<file path="config.mk">
export PLATFORM = sky130hd
export DESIGN_NAME = dual_clock_shreg
export DESIGN_NICKNAME = d
export VERILOG_FILES = /design/src/rtl/dcs_pkg.sv /design/src/rtl/dcs_fall_det.sv /design/src/rtl/dcs_shift_core.sv /design/src/rtl/dual_clock_shreg.sv
export SDC_FILE = /design/constraint.sdc
export NUM_CORES = 1
export LEC_CHECK = 0
export BUFFER_PORTS_ARGS = -buffer_cell sky130_fd_sc_hd__buf_2
export CORE_AREA = 4 4 41 43
export CTS_BUF_LIST = sky130_fd_sc_hd__clkbuf_8
export DETAILED_ROUTE_END_ITERATION = 7
export DIE_AREA = 0 0 45 47
export SLEW_MARGIN = 20
export SYNTH_ARGS = -nofsm -noshare
export SYNTH_HDL_FRONTEND = slang
export SYNTH_SLANG_ARGS = --single-unit
</file>
<file path="constraint.sdc">
create_clock -name clk -period 3.08 [get_ports clk]
set_clock_uncertainty 0.05 [all_clocks]
set_input_delay 0.154 -clock clk [delete_from_list [all_inputs] [get_ports clk]]
set_output_delay 0.154 -clock clk [all_outputs]
set_load 0.03 [all_outputs]
</file>
<file path="src/rtl/dcs_pkg.sv">
package dcs_pkg;

    typedef enum logic [1:0] {
        OP_HOLD  = 2'd0,
        OP_SHIFT = 2'd1,
        OP_LOAD  = 2'd2
    } op_e;

    typedef enum logic {
        SEL_SHIFT = 1'b0,
        SEL_LOAD  = 1'b1
    } sel_e;

    typedef struct packed {
        logic load_fall;
        logic shift_fall;
    } falls_t;

    localparam int CH_SHIFT = 0;
    localparam int CH_LOAD  = 1;
    localparam int NUM_CH   = 2;

    // Only the strobe of the selected channel may produce an operation.
    function automatic op_e pick_op(input sel_e sel, input falls_t f);
        op_e r;
        r = OP_HOLD;
        if (sel == SEL_SHIFT) begin
            if (f.shift_fall) r = OP_SHIFT;
        end else begin
            if (f.load_fall) r = OP_LOAD;
        end
        return r;
    endfunction

endpackage

</file>
<file path="src/rtl/dcs_fall_det.sv">
module dcs_fall_det #(
    parameter int STAGES = 2
) (
    input  logic clk,
    input  logic rst,
    input  logic lvl_in,
    output logic fall_o
);
    localparam int LAST = STAGES - 1;

    logic [STAGES-1:0] sync_q;
    logic              last_q;

    // Reset to 0: a level that is already low after reset produces no strobe.
    always_ff @(posedge clk) begin
        if (rst) begin
            sync_q <= '0;
            last_q <= 1'b0;
        end else begin
            sync_q[0] <= lvl_in;
            for (int i = 1; i < STAGES; i++) begin
                sync_q[i] <= sync_q[i-1];
            end
            last_q <= sync_q[LAST];
        end
    end

    assign fall_o = last_q & ~sync_q[LAST];

endmodule

</file>
<file path="src/rtl/dcs_shift_core.sv">
module dcs_shift_core
    import dcs_pkg::*;
#(
    parameter int WIDTH = 4
) (
    input  logic             clk,
    input  logic             rst,
    input  op_e              op,
    input  logic             ser_in,
    input  logic [WIDTH-1:0] par_in,
    output logic [WIDTH-1:0] q
);
    localparam int TOP = WIDTH - 1;

    always_ff @(posedge clk) begin
        if (rst) begin
            q <= '0;
        end else begin
            case (op)
                OP_SHIFT: q <= {q[TOP-1:0], ser_in};
                OP_LOAD:  q <= par_in;
                default:  q <= q;
            endcase
        end
    end

endmodule

</file>
<file path="src/rtl/dual_clock_shreg.sv">
module dual_clock_shreg
    import dcs_pkg::*;
#(
    parameter int WIDTH       = 4,
    parameter int SYNC_STAGES = 2
) (
    input  logic             clk,
    input  logic             rst,
    input  logic             mode_sel,
    input  logic             ser_in,
    input  logic             shift_clk,
    input  logic             load_clk,
    input  logic [WIDTH-1:0] par_in,
    output logic [WIDTH-1:0] q_out
);
    logic [NUM_CH-1:0] lvl;
    logic [NUM_CH-1:0] fall;
    falls_t            falls;
    op_e               op;
    logic              sh_fall;
    logic              ld_fall;

    assign lvl[CH_SHIFT] = shift_clk;
    assign lvl[CH_LOAD]  = load_clk;

    generate
        for (genvar c = 0; c < NUM_CH; c++) begin : g_det
            dcs_fall_det #(.STAGES(SYNC_STAGES)) u_det (
                .clk    (clk),
                .rst    (rst),
                .lvl_in (lvl[c]),
                .fall_o (fall[c])
            );
        end
    endgenerate

    assign sh_fall          = fall[CH_SHIFT];
    assign ld_fall          = fall[CH_LOAD];
    assign falls.shift_fall = sh_fall;
    assign falls.load_fall  = ld_fall;
    assign op               = pick_op(sel_e'(mode_sel), falls);

    dcs_shift_core #(.WIDTH(WIDTH)) u_core (
        .clk    (clk),
        .rst    (rst),
        .op     (op),
        .ser_in (ser_in),
        .par_in (par_in),
        .q      (q_out)
    );

endmodule

</file>
# Word level (Yosys, flattened, before mapping)
# Cells that the tools add are included.
# totals
reg_bits,10
in_bits,10
# classes
n_eq_ne,2
muxes,4
bitwise,4
n_reduce_logical,1
# ops
cell,n
$pmux W4 S2,1
$mux W2,2
$and A1 B1 Y1,2
$eq A2 B1 Y1 const B,1
$eq A2 B2 Y1 const B,1
$not A1 Y1,2
$reduce_bool A2 Y1,1
$mux W1,1

# Depth between registers and ports, before layout
# depth
depth_word,6
ltp_mapped,3
mapped_depth_nobuf,3

# Cells and area by module
# A second synthesis with hierarchy kept.
# unflattened
hier_cells,36
area_unflattened_um2,391.6
# modules_own_cells
module,instances,cells_per_inst,area_each_um2,seq_area_each_um2
dcs_shift_core,1,20,200.2,80.1
dcs_fall_det,2,7,87.6,60.1
dual_clock_shreg,1,2,16.3,0.0

# Worst setup path after synthesis
# No wires, ideal clock.
# synth_path
path_kind,register to register
start,register g_det[0].u_det.sync_q[1]
end,register u_core.q[1]
arrival_ns,0.841
required_time_ns,2.896
slack_ns,2.055
path_stages_with_launch,4
path_buffers,0
cell_sequence,dfxtp_1 > or3b_4 > nand3_1 > a21oi_1
# synth_via
elab_chain_len,6
word_cells_on_any_way,8
classes_between,2 x eq/ne; 3 x mux; 2 x bitwise; 1 x reduce/logical
# synth_lines
item,line_no,text
start: declaration,dcs_fall_det.sv:11,logic [STAGES-1:0] sync_q;
start signal: indexed assignment,dcs_fall_det.sv:22,sync_q[i] <= sync_q[i-1];
$not A1 Y1 *,dcs_fall_det.sv:28,assign fall_o = last_q & ~sync_q[LAST];
$and A1 B1 Y1 *,dcs_fall_det.sv:28,
$mux W1 *,dcs_pkg.sv:28,if (f.shift_fall) r = OP_SHIFT;
$mux W2 *,dcs_pkg.sv:27,if (sel == SEL_SHIFT) begin
$eq A2 B2 Y1 or $eq A2 B1 Y1 (tied branches),dcs_shift_core.sv:19,case (op)
$pmux W4 S2 or $reduce_bool A2 Y1 (tied branches),n/a,
end signal: assignment,dcs_shift_core.sv:20,"OP_SHIFT: q <= {q[TOP-1:0], ser_in};"
end signal: assignment,dcs_shift_core.sv:21,OP_LOAD: q <= par_in;
end signal: assignment,dcs_shift_core.sv:22,default: q <= q;
end: declaration,dcs_shift_core.sv:11,output logic [WIDTH-1:0] q
# Every way passes the cells marked *; elsewhere a longest branch is shown, timed or not.
# A chain may end at the register's enable or synchronous reset.

# Worst setup path after layout
# layout_path
start,register g_det[0].u_det.sync_q[1]
end,register u_core.q[0]
# Same word-level chain as after synthesis.

==> run summary <==
register area: 200 sq um
number of diodes: 0
Pleak: 0.201 nW
Vias: 288
routability cong.: 0.739
worst setup margin: 2.03 ns
Worst Hold End: g_det[1].u_det.sync_q[0]
RSZ-0062 raised after global routing: false
commonest non-fill, non-tap cells in the layout: 13 x buf_2, 10 x dfxtp_1, 6 x nor2b_1
Die Span X: 45 microns
Clock Pin Slew Worst Setup and Hold Paths: 0.04 ns
CP max FO: 4
Cells after Synth: 34
Setup crit end kind: flip-flop
IO Pins: 14
post_cts resized: 0
TNS Setup: 0 ns
WS Path Type: flip-flop to flip-flop
dpl cells: 61
depth of the worst hold-timing path: 2
most common cell after layout, fill and taps aside: buf_2
full die area: 2120 sq um
growth of design area from synthesis to finish: 32.8%
Cell Pwr Density: 570 nW/um^2
H-tree levels: 1
Residual DRC: 0
Worst-Skew Late Latency: 0.23 ns
CTS sink count: 10
VDD IR max: 0.193 mV
synthesis-stage register bit count: 10
number of CTS-inserted buffers: 3
slew margin rel.: 84.8%
Max Clock Freq: 0.954 GHz
first-pass GRT wire length: 1070 microns
multi-input logic area: 166 sq um
Avg Vias per Cell: 4.50
cell area after synthesis: 370 sq um
DRT antenna net count: 0
min-delay src: load_clk
crit path cell chain: or3b_4 -> nand3_1 -> a21oi_1
number of core rows: 13
final layout net count: 61
worst path buffer plus inverter count: 0
R2R setup slack: 2.03 ns
CTS Buffer Depth: 2
IO buf count: 13
CTS tree: built
syn nets: 44
Netlist cell types: 14
Final Slew Violations: 0
Synth Warn #: 0
initial antenna violation count: 0
Max Cap Viol: 0
DP HPWL: 533 microns
status: completed
Die Y: 47 microns
arrival time worst endpoint: 1.11 ns
Hold/Removal Path Class: primary input to flip-flop
Worst path max stage delay: 0.40 ns
largest net degree at the start of global routing: 11
min Tclk post-route: 1.05 ns
CP Launch Type: flip-flop
core box area: 1300 sq um
Tcrit/Tclk final: 34.0%
initial DRC count: 5
post-synthesis sequential area ratio: 54.1%
CP max stage cell: or3b_4
Starting Density: 28.5%
Crit Reg-Reg Endpoint: u_core.q[0]
Worst Max-Slew Pin Slew: 0.228 ns
post-CTS setup buffers: 0
final hold viol count: 0
final setup fails: 0
WP data required: 3.14 ns
Tot GR Track Use: 7.38%
Non-Filler Instances: 64
routed length per instance: 10.5 microns
Hold-fix buffers, CTS: 0
Filler cells: 142
R2R cell count: 3
Crit path max-delay family: simple AND/OR/NAND/NOR gates
grt ovf: 0
DRT Pass-1 Iters: 4
vias in the first global route: 252
reg2reg start: g_det[0].u_det.sync_q[1]
DP Worst Slack: 2.03 ns
layout cell share with drive strength beyond 1: 42.9%
total wire length: 672 microns
clock root buffer: clkbuf_8
Avg Synthesized Cell Area: 10.9 sq um
[cell usage after synthesis (all sizes together)]
cell | n | area share, %
a22oi | 3 | 6.1
clkbuf | 1 | 1.0
nand2 | 1 | 1.0
nor2b | 6 | 10
a21oi | 4 | 6.4
or3b | 1 | 3.0
nor3b | 1 | 5.1
dfxtp | 10 | 54
nand3 | 3 | 4.1
nand3b | 1 | 2.0
nor2 | 1 | 1.0
and3b | 1 | 2.7
a211oi | 1 | 3.4
[where the power goes]
| group | internal, W | total, W | switching, W |
|---|---|---|---|
| Clock | 0.0000848 | 0.000127 | 0.0000427 |
| Sequential | 0.000134 | 0.000136 | 0.00000200 |
| Combinational | 0.00000844 | 0.0000167 | 0.00000821 |
[flip-flops by register name, indices dropped and copies added (netlist names)]
| signal | cells |
|---|---|
| g_det.u_det.sync_q | 4 |
| u_core.q | 4 |
| g_det.u_det.last_q | 2 |
[layer usage]
metal	wire (microns)	up-vias	global-route usage, %	part of all wire [%]
li1	-	150	-	-
met1	302	123	9.43	45
met2	286	15	10.5	43
met3	83	0	2.30	12
met4	0	0	5.26	0
met5	0	-	0	0
[stage by stage]
step | utilization [%] | area (sq um) | power, W | hold WS (ns)
2_1_floorplan | - | 370 | 0.000147 | 0.232
3_3_place_gp | 34.6 | 450 | 0.000155 | 0.314
3_5_place_dp | 34.6 | 450 | 0.000155 | 0.321
4_1_cts | 37.8 | 492 | 0.000287 | 0.0831
5_1_grt | 37.8 | 492 | 0.000294 | 0.116
6_report | 37.8 | 492 | 0.000280 | 0.0884
[final cells by class]
type / instances / share of cell area, %
multi-input combinational: 23 / 33.8
timing repair buffer: 13 / 13.2
tap: 15 / 3.82
clock buffer: 3 / 8.40
sequential: 10 / 40.7
[cell families after synthesis]
group | after synthesis | share of synthesized area [%]
simple gates | 15 | 29.1
buf+inv | 1 | 1.01
compound gates | 8 | 15.9
flops | 10 | 54.1
[worst max-delay path by stage]
stage,startpoint,end,slack (ns),cells past startpoint
final,g_det[0].u_det.sync_q[1],u_core.q[0],2.03,3
after global routing,g_det[0].u_det.sync_q[1],u_core.q[0],1.97,3
after CTS,g_det[0].u_det.sync_q[1],u_core.q[0],2.02,3
after detailed placement,g_det[0].u_det.sync_q[1],u_core.q[0],2.03,3
after global placement,g_det[0].u_det.sync_q[1],u_core.q[0],2.04,3
after floorplan,g_det[0].u_det.sync_q[1],u_core.q[1],2.06,3
[worst reg2reg max path: stages (launching register included)]
cell     delay, ns
dfxtp_1       0.33
or3b_4        0.40
nand3_1       0.10
a21oi_1       0.06
No activity file was read; power rests on OpenSTA's default activity.
